### src/rtl/sfu_pkg.sv
`timescale 1ns/1ps
package sfu_pkg;
    typedef enum logic [1:0] {ST_OFF, ST_ON, ST_FLUSH} run_state_e;

    localparam int NSRC = 5;
    localparam int AW   = 4;

    localparam logic [AW-1:0] A_ENABLE = 4'd0;
    localparam logic [AW-1:0] A_TXTHR  = 4'd1;
    localparam logic [AW-1:0] A_RXTHR  = 4'd2;
    localparam logic [AW-1:0] A_TXLVL  = 4'd3;
    localparam logic [AW-1:0] A_RXLVL  = 4'd4;
    localparam logic [AW-1:0] A_STATUS = 4'd5;
    localparam logic [AW-1:0] A_MASK   = 4'd6;
    localparam logic [AW-1:0] A_MASKED = 4'd7;
    localparam logic [AW-1:0] A_RAW    = 4'd8;
    localparam logic [AW-1:0] A_CLEAR  = 4'd9;
    localparam logic [AW-1:0] A_DMAEN  = 4'd10;
    localparam logic [AW-1:0] A_TXWM   = 4'd11;
    localparam logic [AW-1:0] A_RXWM   = 4'd12;
    localparam logic [AW-1:0] A_TXDATA = 4'd13;
    localparam logic [AW-1:0] A_RXDATA = 4'd14;
endpackage

### src/rtl/sfu_fifo.sv
`timescale 1ns/1ps
module sfu_fifo #(
    parameter int DW    = 16,
    parameter int DEPTH = 16
) (
    input  logic                         clk,
    input  logic                         rst_n,
    input  logic                         flush,
    input  logic                         push,
    input  logic [DW-1:0]                din,
    input  logic                         pop,
    output logic [DW-1:0]                dout,
    output logic [$clog2(DEPTH+1)-1:0]   level,
    output logic                         full,
    output logic                         empty,
    output logic                         ovf_ev,
    output logic                         unf_ev
);
    localparam int PW = $clog2(DEPTH);
    localparam int LW = $clog2(DEPTH+1);
    localparam logic [PW-1:0] LAST = PW'(DEPTH-1);

    logic [DW-1:0] mem [DEPTH];
    logic [PW-1:0] wr_ptr, rd_ptr;
    logic          push_ok, pop_ok;

    assign full    = (level == LW'(DEPTH));
    assign empty   = (level == '0);
    assign push_ok = push && !full;
    assign pop_ok  = pop && !empty;
    assign ovf_ev  = push && full && !flush;
    assign unf_ev  = pop && empty && !flush;
    assign dout    = empty ? '0 : mem[rd_ptr];

    always_ff @(posedge clk or negedge rst_n) begin
        if (!rst_n) begin
            wr_ptr <= '0;
            rd_ptr <= '0;
            level  <= '0;
        end else if (flush) begin
            wr_ptr <= '0;
            rd_ptr <= '0;
            level  <= '0;
        end else begin
            if (push_ok) wr_ptr <= (wr_ptr == LAST) ? '0 : wr_ptr + 1'b1;
            if (pop_ok)  rd_ptr <= (rd_ptr == LAST) ? '0 : rd_ptr + 1'b1;
            if (push_ok && !pop_ok)      level <= level + 1'b1;
            else if (pop_ok && !push_ok) level <= level - 1'b1;
        end
    end

    always_ff @(posedge clk) begin
        if (push_ok && !flush) mem[wr_ptr] <= din;
    end

    // the level never exceeds the queue depth
    p_level_bound_r2: assert property (@(posedge clk) disable iff (!rst_n)
        level <= LW'(DEPTH));
    // a push into a full queue without a pop leaves it full
    p_full_drop_r3: assert property (@(posedge clk) disable iff (!rst_n)
        (push && full && !pop && !flush) |=> full);
    // a flush leaves the queue empty
    p_flush_empty_r12: assert property (@(posedge clk) disable iff (!rst_n)
        flush |=> empty);
endmodule

### src/rtl/sfu_irq_core.sv
`timescale 1ns/1ps
module sfu_irq_core
    import sfu_pkg::*;
(
    input  logic            clk,
    input  logic            rst_n,
    input  logic            tx_low,
    input  logic            rx_high,
    input  logic            ev_tx_ovf,
    input  logic            ev_rx_unf,
    input  logic            ev_rx_ovf,
    input  logic            clr_we,
    input  logic [3:0]      clr_bits,
    input  logic [NSRC-1:0] mask,
    output logic [NSRC-1:0] raw,
    output logic [NSRC-1:0] masked,
    output logic            irq
);
    logic tx_ovf_q, rx_unf_q, rx_ovf_q;
    logic clr_txo, clr_rxu, clr_rxo;

    assign clr_txo = clr_we && (clr_bits[0] || clr_bits[3]);
    assign clr_rxu = clr_we && (clr_bits[0] || clr_bits[1]);
    assign clr_rxo = clr_we && (clr_bits[0] || clr_bits[2]);

    always_ff @(posedge clk or negedge rst_n) begin
        if (!rst_n) begin
            tx_ovf_q <= 1'b0;
            rx_unf_q <= 1'b0;
            rx_ovf_q <= 1'b0;
        end else begin
            if (ev_tx_ovf)    tx_ovf_q <= 1'b1;
            else if (clr_txo) tx_ovf_q <= 1'b0;
            if (ev_rx_unf)    rx_unf_q <= 1'b1;
            else if (clr_rxu) rx_unf_q <= 1'b0;
            if (ev_rx_ovf)    rx_ovf_q <= 1'b1;
            else if (clr_rxo) rx_ovf_q <= 1'b0;
        end
    end

    assign raw    = {rx_high, rx_ovf_q, rx_unf_q, tx_ovf_q, tx_low};
    assign masked = raw & mask;
    assign irq    = |masked;

    // a transmit overflow event is recorded
    p_txovf_sticky_r3: assert property (@(posedge clk) disable iff (!rst_n)
        ev_tx_ovf |=> raw[1]);
    // a receive underflow event is recorded
    p_rxunf_sticky_r4: assert property (@(posedge clk) disable iff (!rst_n)
        ev_rx_unf |=> raw[2]);
    // a receive overflow flag holds until a clear
    p_rxovf_hold_r5: assert property (@(posedge clk) disable iff (!rst_n)
        (raw[3] && !clr_rxo) |=> raw[3]);
    // clearing without a new event drops the transmit overflow flag
    p_clear_txovf_r8: assert property (@(posedge clk) disable iff (!rst_n)
        (clr_we && clr_bits[3] && !ev_tx_ovf) |=> !raw[1]);
endmodule

### src/rtl/spi_fifo_irq_unit.sv
`timescale 1ns/1ps
module spi_fifo_irq_unit
    import sfu_pkg::*;
#(
    parameter int DW    = 16,
    parameter int DEPTH = 16
) (
    input  logic          clk,
    input  logic          rst_n,
    input  logic          bus_we,
    input  logic          bus_re,
    input  logic [3:0]    bus_addr,
    input  logic [DW-1:0] bus_wdata,
    output logic [DW-1:0] bus_rdata,
    input  logic          eng_busy_i,
    input  logic          eng_tx_pop,
    output logic [DW-1:0] eng_tx_data,
    output logic          eng_tx_empty,
    input  logic          eng_rx_push,
    input  logic [DW-1:0] eng_rx_data,
    output logic          eng_rx_full,
    output logic          irq_o,
    output logic          dma_tx_req,
    output logic          dma_rx_req
);
    localparam int LW = $clog2(DEPTH+1);

    run_state_e state_q, state_d;
    logic run, flush, cfg_open;

    logic [LW-1:0] tx_thr_q, rx_thr_q, tx_wm_q, rx_wm_q;
    logic [NSRC-1:0] mask_q, raw, masked;
    logic [1:0] dma_en_q;

    logic [LW-1:0] tx_level, rx_level;
    logic tx_full, tx_empty, rx_full, rx_empty;
    logic tx_ovf_ev, tx_unf_ev, rx_ovf_ev, rx_unf_ev;
    logic [DW-1:0] rx_head;
    logic [4:0] status_w;

    logic wr_en, wr_any, val_ok;
    assign wr_en  = bus_we && (bus_addr == A_ENABLE);
    assign wr_any = bus_we;
    assign val_ok = (bus_wdata < DW'(DEPTH));

    // run-control state register
    always_ff @(posedge clk or negedge rst_n) begin
        if (!rst_n) state_q <= ST_OFF;
        else        state_q <= state_d;
    end

    always_comb begin
        state_d = state_q;
        unique case (state_q)
            ST_OFF:   if (wr_en && bus_wdata[0])  state_d = ST_ON;
            ST_ON:    if (wr_en && !bus_wdata[0]) state_d = ST_FLUSH;
            ST_FLUSH: state_d = ST_OFF;
            default:  state_d = ST_OFF;
        endcase
    end

    // run-control outputs
    always_comb begin
        run      = 1'b0;
        flush    = 1'b0;
        cfg_open = 1'b0;
        unique case (state_q)
            ST_OFF:   cfg_open = 1'b1;
            ST_ON:    run      = 1'b1;
            ST_FLUSH: flush    = 1'b1;
            default:  cfg_open = 1'b0;
        endcase
    end

    // configuration registers
    always_ff @(posedge clk or negedge rst_n) begin
        if (!rst_n) begin
            tx_thr_q <= '0;
            rx_thr_q <= '0;
            tx_wm_q  <= '0;
            rx_wm_q  <= '0;
            mask_q   <= '0;
            dma_en_q <= '0;
        end else if (wr_any) begin
            unique case (bus_addr)
                A_TXTHR: if (cfg_open && val_ok) tx_thr_q <= bus_wdata[LW-1:0];
                A_RXTHR: if (cfg_open && val_ok) rx_thr_q <= bus_wdata[LW-1:0];
                A_TXWM:  if (val_ok) tx_wm_q <= bus_wdata[LW-1:0];
                A_RXWM:  if (val_ok) rx_wm_q <= bus_wdata[LW-1:0];
                A_MASK:  mask_q   <= bus_wdata[NSRC-1:0];
                A_DMAEN: dma_en_q <= bus_wdata[1:0];
                default: ;
            endcase
        end
    end

    logic [1:0]    q_push, q_pop;
    logic [DW-1:0] q_din  [2];
    logic [DW-1:0] q_dout [2];
    logic [LW-1:0] q_lvl  [2];
    logic [1:0]    q_full, q_empty, q_ovf, q_unf;

    assign q_push[0] = bus_we && (bus_addr == A_TXDATA);
    assign q_din[0]  = bus_wdata;
    assign q_pop[0]  = eng_tx_pop && run;
    assign q_push[1] = eng_rx_push && run;
    assign q_din[1]  = eng_rx_data;
    assign q_pop[1]  = bus_re && (bus_addr == A_RXDATA);

    for (genvar g = 0; g < 2; g++) begin : g_q
        sfu_fifo #(.DW(DW), .DEPTH(DEPTH)) u_q (
            .clk(clk), .rst_n(rst_n), .flush(flush),
            .push(q_push[g]), .din(q_din[g]), .pop(q_pop[g]),
            .dout(q_dout[g]), .level(q_lvl[g]),
            .full(q_full[g]), .empty(q_empty[g]),
            .ovf_ev(q_ovf[g]), .unf_ev(q_unf[g])
        );
    end

    assign eng_tx_data = q_dout[0];
    assign tx_level    = q_lvl[0];
    assign tx_full     = q_full[0];
    assign tx_empty    = q_empty[0];
    assign tx_ovf_ev   = q_ovf[0];
    assign tx_unf_ev   = q_unf[0];
    assign rx_head     = q_dout[1];
    assign rx_level    = q_lvl[1];
    assign rx_full     = q_full[1];
    assign rx_empty    = q_empty[1];
    assign rx_ovf_ev   = q_ovf[1];
    assign rx_unf_ev   = q_unf[1];

    assign eng_tx_empty = tx_empty;
    assign eng_rx_full  = rx_full;

    sfu_irq_core u_irq (
        .clk(clk), .rst_n(rst_n),
        .tx_low(tx_level <= tx_thr_q),
        .rx_high(rx_level > rx_thr_q),
        .ev_tx_ovf(tx_ovf_ev), .ev_rx_unf(rx_unf_ev), .ev_rx_ovf(rx_ovf_ev),
        .clr_we(bus_we && (bus_addr == A_CLEAR)),
        .clr_bits(bus_wdata[3:0]),
        .mask(mask_q), .raw(raw), .masked(masked), .irq(irq_o)
    );

    assign dma_tx_req = dma_en_q[1] && (tx_level <= tx_wm_q);
    assign dma_rx_req = dma_en_q[0] && (rx_level > rx_wm_q);

    assign status_w = {rx_full, rx_empty, tx_empty, tx_full, eng_busy_i};

    always_comb begin
        unique case (bus_addr)
            A_ENABLE: bus_rdata = DW'(run);
            A_TXTHR:  bus_rdata = DW'(tx_thr_q);
            A_RXTHR:  bus_rdata = DW'(rx_thr_q);
            A_TXLVL:  bus_rdata = DW'(tx_level);
            A_RXLVL:  bus_rdata = DW'(rx_level);
            A_STATUS: bus_rdata = DW'(status_w);
            A_MASK:   bus_rdata = DW'(mask_q);
            A_MASKED: bus_rdata = DW'(masked);
            A_RAW:    bus_rdata = DW'(raw);
            A_DMAEN:  bus_rdata = DW'(dma_en_q);
            A_TXWM:   bus_rdata = DW'(tx_wm_q);
            A_RXWM:   bus_rdata = DW'(rx_wm_q);
            A_RXDATA: bus_rdata = rx_head;
            default:  bus_rdata = '0;
        endcase
    end

    // thresholds cannot move outside ST_OFF
    p_thr_locked_r10: assert property (@(posedge clk) disable iff (!rst_n)
        (state_q != ST_OFF) |=> ($stable(tx_thr_q) && $stable(rx_thr_q)));
    // the flush state lasts exactly one cycle and ends in ST_OFF
    p_flush_once_r12: assert property (@(posedge clk) disable iff (!rst_n)
        (state_q == ST_FLUSH) |=> (state_q == ST_OFF));
    // engine strobes outside ST_ON leave the transmit level alone
    p_idle_engine_r12: assert property (@(posedge clk) disable iff (!rst_n)
        (state_q == ST_OFF && !q_push[0]) |=> $stable(tx_level));
    // an underflowing pop returns zero on the bus
    p_unf_zero_r4: assert property (@(posedge clk) disable iff (!rst_n)
        (q_pop[1] && rx_empty) |-> (bus_rdata == '0));
endmodule

### config.mk
export PLATFORM = sky130hd
export DESIGN_NAME = spi_fifo_irq_unit
export DESIGN_NICKNAME = d
export VERILOG_FILES = /design/src/rtl/sfu_pkg.sv /design/src/rtl/sfu_fifo.sv /design/src/rtl/sfu_irq_core.sv /design/src/rtl/spi_fifo_irq_unit.sv
export SDC_FILE = /design/constraint.sdc
export NUM_CORES = 1
export LEC_CHECK = 0
export ABC_AREA = 1
export BUFFER_PORTS_ARGS = -buffer_cell sky130_fd_sc_hd__buf_2
export CORE_MARGIN = 2
export CORE_UTILIZATION = 25
export CTS_BUF_LIST = sky130_fd_sc_hd__clkbuf_2
export DETAILED_ROUTE_END_ITERATION = 6
export HOLD_SLACK_MARGIN = 0.03
export PLACE_DENSITY = 0.35
export SLEW_MARGIN = 10
export SYNTH_ARGS = -nofsm -noshare
export SYNTH_HDL_FRONTEND = slang
export SYNTH_HIERARCHICAL = 1
export SYNTH_SLANG_ARGS = --single-unit
export TNS_END_PERCENT = 100
### constraint.sdc
create_clock -name clk -period 4.95 [get_ports clk]
set_clock_uncertainty 0.2 [all_clocks]
set_input_delay 0.99 -clock clk [delete_from_list [all_inputs] [get_ports clk]]
set_output_delay 0.99 -clock clk [all_outputs]
set_load 0.03 [all_outputs]
# == Yosys cells after proc, flatten, opt, wreduce, memory -nomap -nowiden ==
# Memories as Yosys holds them, arrays and structs flattened.
# Cells that the tools add are included.
# op_classes
add_sub_neg,8
mul,0
div,0
order_cmp,5
n_eq_ne,24
shift,0
mux,37
bitwise_logic,1
n_reduce_logical,64
# op_table
operator,count
16-bit one-hot mux with 13 select lines,1
4-bit two-way mux,12
4-bit == test (second input constant),11
16-bit two-way mux,2
1-bit logical AND,30
5-bit two-way mux,6
4-bit by 1-bit adder with 4-bit output (second input constant),4
4-bit by 3-bit == test with 1-bit output (second input constant),4
16-bit by 5-bit < comparator with 1-bit output (second input constant),1
2-bit nonzero test,7
1-bit two-way mux,13
3-bit AND reduction,4
5-bit by 1-bit adder with 5-bit output (second input constant),2
5-bit == test (second input constant),2
5-bit > comparator,2
5-bit less-or-equal comparator,2
1-bit zero test,10
5-bit zero test,2
5-bit by 1-bit subtractor with 5-bit output (second input constant),2
4-bit by 2-bit == test with 1-bit output (second input constant),2
2-bit AND reduction,3
3-bit nonzero test,2
5-bit AND,1
5-bit OR reduction,1
9 further kinds,13
# word_totals
regBits,58
latch_bits,0
ram_bits,512
rom_bits,0
input_bits,43
output_inout_bits,37
mem_count,2
# memory_table
name,words,width,rd,rd_ports_with_merged_regs,wr,line,rtl
g_q[0].u_q.mem,16,16,1,0,1,sfu_fifo.sv:23,logic [DW-1:0] mem [DEPTH];
g_q[1].u_q.mem,16,16,1,0,1,sfu_fifo.sv:23,

# == Logic depth before layout (Yosys ltp) ==
# Gate-level depths: netlist of run 1.
# logic_depth
word_depth,9
ltp_mapped,18
mapped_depth_nobuf,18

# == Cells and area by module ==
# The synthesis of run 1 kept the hierarchy.
# modules_own_cells
mod,n_inst,cells_each,area_per_inst_um2
sfu_fifo (g_q[1].u_q),1,957,11254.5
sfu_fifo (g_q[0].u_q),1,962,11162.0
spi_fifo_irq_unit,1,375,2357.3
sfu_irq_core,1,35,217.7

# == Worst setup path before layout of run 1 ==
# Ideal clock, no wire load.
# synth_path
kind,input to register
from,input bus_addr[1]
to,memory g_q[0].u_q.mem[11][0] (enable)
arrival_ps,2823
slack_ps,1518
stages,9
n_path_buf,0
cell_sequence,inv_1 -> nand2_1 -> inv_1 -> nand2_1 -> nor2_1 -> nand2_2 -> inv_2 -> nand2_2 -> nor3_1
# synth_between
elab_chain_len,6
# synth_lines
item,line,rtl
from (decl),spi_fifo_irq_unit.sv:12,"input logic [3:0] bus_addr,"
4-bit == test,spi_fifo_irq_unit.sv:103,assign q_push[0] = bus_we && (bus_addr == A_TXDATA);
1-bit logical AND,spi_fifo_irq_unit.sv:103,
via q_push[0],spi_fifo_irq_unit.sv:97,"logic [1:0] q_push, q_pop;"
1-bit logical AND,sfu_fifo.sv:29,assign push_ok = push && !full;
1-bit logical AND,sfu_fifo.sv:53,if (push_ok && !flush) mem[wr_ptr] <= din;
1-bit two-way mux,sfu_fifo.sv:53,
1-bit two-way mux (not written as such),sfu_fifo.sv:53,
to (decl),sfu_fifo.sv:23,
# The timed path passes the listed nets, and every way through them passes these cells.

# == Worst setup path in the final report of run 1 ==
# layout_path
from,register g_q[1].u_q.rd_ptr[0]
to,output bus_rdata[6]
# layout_between
elab_chain_len,3
# layout_lines
item,line,rtl
from (decl),sfu_fifo.sv:24,"logic [PW-1:0] wr_ptr, rd_ptr;"
from (signal assigned),sfu_fifo.sv:46,if (pop_ok) rd_ptr <= (rd_ptr == LAST) ? '0 : rd_ptr + 1'b1;
memory read 16 x 16 bit,n/a,
16-bit two-way mux,sfu_fifo.sv:33,assign dout = empty ? '0 : mem[rd_ptr];
via rx_head[6],spi_fifo_irq_unit.sv:38,logic [DW-1:0] rx_head;
16-bit one-hot mux with 13 select lines,spi_fifo_irq_unit.sv:152,unique case (bus_addr)
to (decl),spi_fifo_irq_unit.sv:14,"output logic [DW-1:0] bus_rdata,"
# The timed path passes the listed nets, and every way through them passes these cells.

==> metrics, run 1 <==
leakage=roughly 12 nW; initial antenna violation count=6; Max Fclk=212 MHz; Nets=2669; chip width=roughly 320 um; Worst-Skew Late Latency=1.34 ns; status=completed; CTS buffer count=164; CTS tree=done; Routed WL=around 80000 um; core footprint=roughly 0.099 mm^2; fin crit period=4.71 ns; Fin. Hold Viols=0; initial DRC count=around 1000; total gr overflow=0; WL per Instance=19.9 um; Tot Pwr=between 10 and 15 mW; Final Util=29.7%; fillers=10.4k; Die Span Y=roughly 320 um; Synth Instances=approximately 2.3k; Startpoint Class=flop; Critical Path RT=~3.8 ns; TritonRoute pass-1 iters=5; gp weighted congestion=0.824; min-delay worst type=flop to flop; Max Cap Violations=0; dpl hpwl=between 40000 and 50000 um; footprint of the multi-input gates=0.00729 mm^2; Antenna Violating Nets Remaining=0; cells on worst reg2reg path=7; Syn. warnings=6; port buffer count=79; synthesized area per cell=between 10 and 15 um^2; clk root buf=clkbuf_2; Initial Utilization=25.3%; largest net degree at the start of global routing=79; register area=0.0168 mm^2; vias per inst=4.42; Worst-Margin Slew=0.906 ns; crit share post-route=95.2%; Max rail drop VDD=0.218 mV; first-pass GRT wire length=119000 um; PwrDens=around 500 mW/mm^2; CP Capture Type=output port; Crit path arrival time=3.52 ns; Total Die Area=between 0.1 and 0.15 mm^2; Area Overhead vs Synth=17.3%; Worst Hold Path Cells=2; final setup violating endpoints=0; vias in the first global route=18.4k; Mapped Nets=2410; via count=roughly 18k; Max FO, Critical Path=54; Total GRT Usage=15.6%; H-Tree Depth=4; site row count=approximately 120; I/O pin total=80; Max Slew Vio Count=0; share of cells above drive strength 1=18.5%; clock sink count=570; DRC=0; synthesized cell area=0.0250 mm^2; Longest Clk Path Bufs=3; Worst-path clk slew=about 0.10 ns; WS Path Type=flop to output port; RSZ-0062 raised after global routing=yes; relative slew slack=39.6%
==> critical path: stages (launching register included) <==
cell and delay (ns):
dfrtp_4 0.59, inv_16 0.19, buf_16 0.24, o21ai_0 0.10, o22ai_1 0.12, nand2_1 0.06
nand2_1 0.07, nand2_1 0.06, nor2_1 0.22, inv_1 0.08, nor2_1 0.17, buf_2 0.23
==> stage by stage <==
stage                     instances  TNS (ns)  worst slack [ns]  hold WS (ns)  area, um^2
after detailed placement       3646         0              1.04         0.260       27000
final                          3992         0             0.237         0.277       29300
after global routing           3989    -0.136           -0.0376         0.230       29300
after global placement         3646         0              1.02         0.263       27000
after CTS                      3982         0            0.0123         0.154       29200
after floorplan                2327         0              1.52         0.236       25000
==> final timing paths <==
check,startpoint,end,slack (ns)
max reg2reg,state_q[0],g_q[1].u_q/mem[6][8],1.87
max in group asynchronous,rst_n,g_q[0].u_q/level[0],3.49
max,g_q[1].u_q/rd_ptr[0],bus_rdata[6],0.24
min,rx_wm_q[4],rx_wm_q[4],0.28
min in group asynchronous,rst_n,g_q[1].u_q/rd_ptr[0],0.44
min reg2reg,rx_wm_q[4],rx_wm_q[4],0.28
==> report_power, final <==
part / switching [mW] / total (mW) / internal, mW
Clock: 2.07 / 3.62 / 1.56
Combinational: 3.58 / 5.10 / 1.53
Sequential: 0.295 / 5.76 / 5.47
Total: 5.94 / 14.5 / 8.55
==> layout make-up <==
class                      count  share of cell area (%)
multi-input combinational   1545                    24.9
timing repair buffer         196                    5.38
sequential                   570                    57.5
clock buffer                 244                    4.17
clock inverter                33                   0.961
inverter                     109                    1.57
tap                         1287                    5.49
antenna                        8                  0.0683
==> routing by layer <==
metal	vias to the layer above	global-route usage (%)	share of wire, %
met2	390	27.1	50
li1	8572	-	-
met1	8557	19.3	44
met4	2	5.39	2.2
met3	114	3.11	4.0
met5	-	0	0.016
==> placed cells by master, fill, tap and decap left out, types with 10 or more instances in the layout <==
master and count:
a21boi_0 29, a21oi_1 160, buf_2 79, buf_4 49, clkbuf_2 244, clkinv_1 18
dfrtp_1 47, dlygate4sd3_1 52, edfxtp_1 512, ha_1 38, inv_1 93, inv_2 10
nand2_1 796, nand2_2 11, nand3_1 129, nor2_1 152, nor2_2 33, nor3_1 21
o211ai_1 16, o21ai_0 76, o21ai_1 15, o22ai_1 18
==> registers in the layout, summed over array words and instances, names as in the netlist, 2 cells and up <==
name	count
state_q	2
g_q.u_q/rd_ptr	8
rx_thr_q	5
tx_thr_q	5
g_q.u_q/level	10
dma_en_q	2
mask_q	5
rx_wm_q	5
g_q.u_q/wr_ptr	8
g_q.u_q/mem	512
tx_wm_q	5
==> timing repair <==
action                                 in CTS  in global routing
setup endpoints to repair                  32                 10
hold buffers                               53                  0
resized for setup                          47                 10
cloned                                      2                  1
endpoints found under the hold margin     598                  0
setup buffers                               4                  2
pin swaps                                   1                  0
Power figures use the tool's default switching activity.
==> inputs of run 2 (changes only) <==
==> constraint.sdc (replaced) <==
create_clock -name clk -period 4.95 [get_ports clk]
set_clock_uncertainty 0.2 [all_clocks]
set_input_delay 1.2375 -clock clk [delete_from_list [all_inputs] [get_ports clk]]
set_output_delay 1.2375 -clock clk [all_outputs]
set_load 0.03 [all_outputs]
==> run 2 against run 1 <==
Effect of this change:
- global-route usage up 0.086 points
- highest routed layer is now met4
- clock power down 3%
- routed wire length up 0.64%
- critical path type unchanged
- register-to-register slack worse by 0.02 ns
- first-iteration DRC count up 19%
- count of clock-buffer cells in the layout down 3
- sequential power down 1%
- non-clock buffer count up 17
- via count up 0.32%
- final cell count up 0.45%
==> metrics, run 2 (synthesis gave the netlist of run 1 again) <==
status=completed (unchanged); I/O pin total=80 (unchanged); port buffer count=79 (unchanged); Total GRT Usage=15.7% (was 15.6%); Slowest Stage Delay on Critical Path=0.53 ns (was 0.59 ns); Fin. Hold Viols=0 (unchanged); Area Overhead vs Synth=19.0% (was 17.3%); Crit path arrival time=3.29 ns (was 3.52 ns); core footprint=0.0987 mm^2 (unchanged); Top Registers=g_q.u_q/mem x512, g_q.u_q/level x10 (unchanged); Longest Clk Path Bufs=3 (unchanged); initial antenna violation count=3 (was 6); Finished Cell Area=0.0297 mm^2 (was 0.0293 mm^2); DRC=0 (unchanged); TritonRoute pass-1 iters=5 (unchanged); first-pass GRT wire length=119000 um (about the same); Critical Path RT=3.51 ns (was 3.76 ns); chip width=320 um (unchanged); Worst-Skew Late Latency=1.33 ns (was 1.34 ns); final setup violating endpoints=0 (unchanged); Initial Utilization=25.3% (unchanged); worst-path cell chain=buf_12, clkinv_8, nor2_1, o22ai_1, nand2_1, nand2_1, nand2_1, nor2_2, nand2_2, nand2_1, inv_1, nand2_1, nor2_1, nand2_1, buf_4 (was inv_16, buf_16, o21ai_0, o22ai_1, nand2_1, nand2_1, nand2_1, nor2_1, inv_1, nor2_1, buf_2); commonest non-fill, non-tap cell in the layout=nand2_1 (unchanged); crit share post-route=95.4% (was 95.2%); fin crit period=4.72 ns (was 4.71 ns); CP Capture Type=output port (unchanged); total gr overflow=0 (unchanged); Max Slew Vio Count=0 (unchanged); Top delay family on crit path=simple AND/OR/NAND/NOR gates (was buffers and inverters); min-delay worst type=input port to flop (was flop to flop); site row count=115 (unchanged); vias in the first global route=18.3k (was 18.4k); Max rail drop VDD=0.225 mV (was 0.218 mV); Worst-path clk slew=0.12 ns (was 0.10 ns); Max Fclk=212 MHz (about the same); Startpoint Class=flop (unchanged); H-Tree Depth=4 (unchanged); Total Die Area=0.102 mm^2 (unchanged); Nets=2685 (was 2669); CTS buffer count=160 (was 164); placed instance area=0.0270 mm^2 (about the same); max reg flops=512 (unchanged); initial DRC count=1188 (was 999); most frequent cells in the layout=nand2_1, edfxtp_1, clkbuf_2 (unchanged); dpl hpwl=47200 um (was 47900 um); Routed WL=80100 um (was 79600 um); Worst-Margin Slew=0.895 ns (was 0.906 ns); clock sink count=570 (unchanged); PwrDens=505 mW/mm^2 (was 494 mW/mm^2); WS Path Type=flop to output port (unchanged); relative slew slack=40.3% (was 39.6%); CTS tree=done (unchanged); WL per Instance=20.0 um (was 19.9 um); setup TNS=0 ns (unchanged); non-filler cells, final=4010 (was 3992); Tot Pwr=15.0 mW (was 14.5 mW); DP Cell Count=3653 (was 3646); Buf/Inv on CP=4 (unchanged); Max FO, Critical Path=15 (was 54); gp weighted congestion=0.792 (was 0.824); slowest library cell on the worst path=dfrtp_4 (unchanged); largest net degree at the start of global routing=52 (was 79); clk root buf=clkbuf_2 (unchanged); leakage=11.8 nW (was 11.6 nW); Max Cap Violations=0 (unchanged); Die Span Y=320 um (unchanged); share of cells above drive strength 1=20.5% (was 18.5%); Final Util=30.1% (was 29.7%); via count=17.7k (was 17.6k); Largest Register=g_q.u_q/mem (unchanged); Antenna Violating Nets Remaining=0 (unchanged); most used cell, CP=nand2_1 (unchanged); vias per inst=4.41 (was 4.42); RSZ-0062 raised after global routing=yes (unchanged)
==> run 2: changes by cell type in the layout (fill, tap and decap cells not counted), sizes merged <==
cell,before,now
inv,108,114
clkinvlp,6,2
bufbuf,1,4
diode,8,5
clkinv,23,30
dlygate4sd3,52,31
buf,142,174
bufinv,5,3
==> run 2: path summary, 6_finish.rpt <==
| kind | cells after the start | slack [ns] | startpoint | end |
|---|---|---|---|---|
| setup / recovery | 15 | 0.23 | g_q[1].u_q/rd_ptr[0] | bus_rdata[0] |
| hold / removal | 1 | 0.21 | eng_rx_data[3] | g_q[1].u_q/mem[6][3] |
| setup reg to reg | 11 | 1.85 | state_q[0] | g_q[1].u_q/mem[13][0] |
| hold reg to reg | 2 | 0.28 | rx_wm_q[4] | rx_wm_q[4] |
| max in group asynchronous | 3 | 3.50 | rst_n | g_q[0].u_q/rd_ptr[0] |
| min in group asynchronous | 2 | 0.26 | rst_n | rx_thr_q[2] |
==> run 2: routing by layer <==
metal  track usage [%]  vias to the layer above  share of wire, %
met3              3.02                      140               3.9
met1              19.6                     8547                44
met5                 0                        -                 0
met4              5.44                        0               2.5
li1                  -                     8620                 -
met2              27.1                      384                49
==> run 2: final cells by class <==
type,count,area [um^2]
Sequential cell,570,16900
Clock buffer,241,1210
Multi-Input combinational cell,1545,7360
Tap cell,1287,1610
Clock inverter,37,230
Antenna cell,5,12.5
Fill cell,10300,69000
Timing Repair Buffer,213,1940
Timing Repair inverter,3,36.3
Inverter,109,469
==> run 2: report_power, final <==
group	leakage (nW)	switching, mW	internal (mW)
Combinational	5.42	3.87	1.97
Clock	1.12	2.05	1.44
Sequential	5.30	0.216	5.47
==> run 2: per-stage QoR <==
step	worst slack [ns]	hold slack (ns)
3_3_place_gp	0.762	0.261
5_1_grt	-0.0331	0.0896
2_1_floorplan	1.22	0.236
4_1_cts	-0.0228	0.0353
3_5_place_dp	0.785	0.266
6_report	0.226	0.205
==> run 2: repair_timing <==
item / CTS / global route
cloned: 9 / 3
hold endpoints to repair: 424 / 0
endpoints found under the setup margin: 33 / 21
resized for setup: 84 / 32
buffers inserted: 26 / 5
hold buffers: 31 / 0
pin swaps: 16 / 8
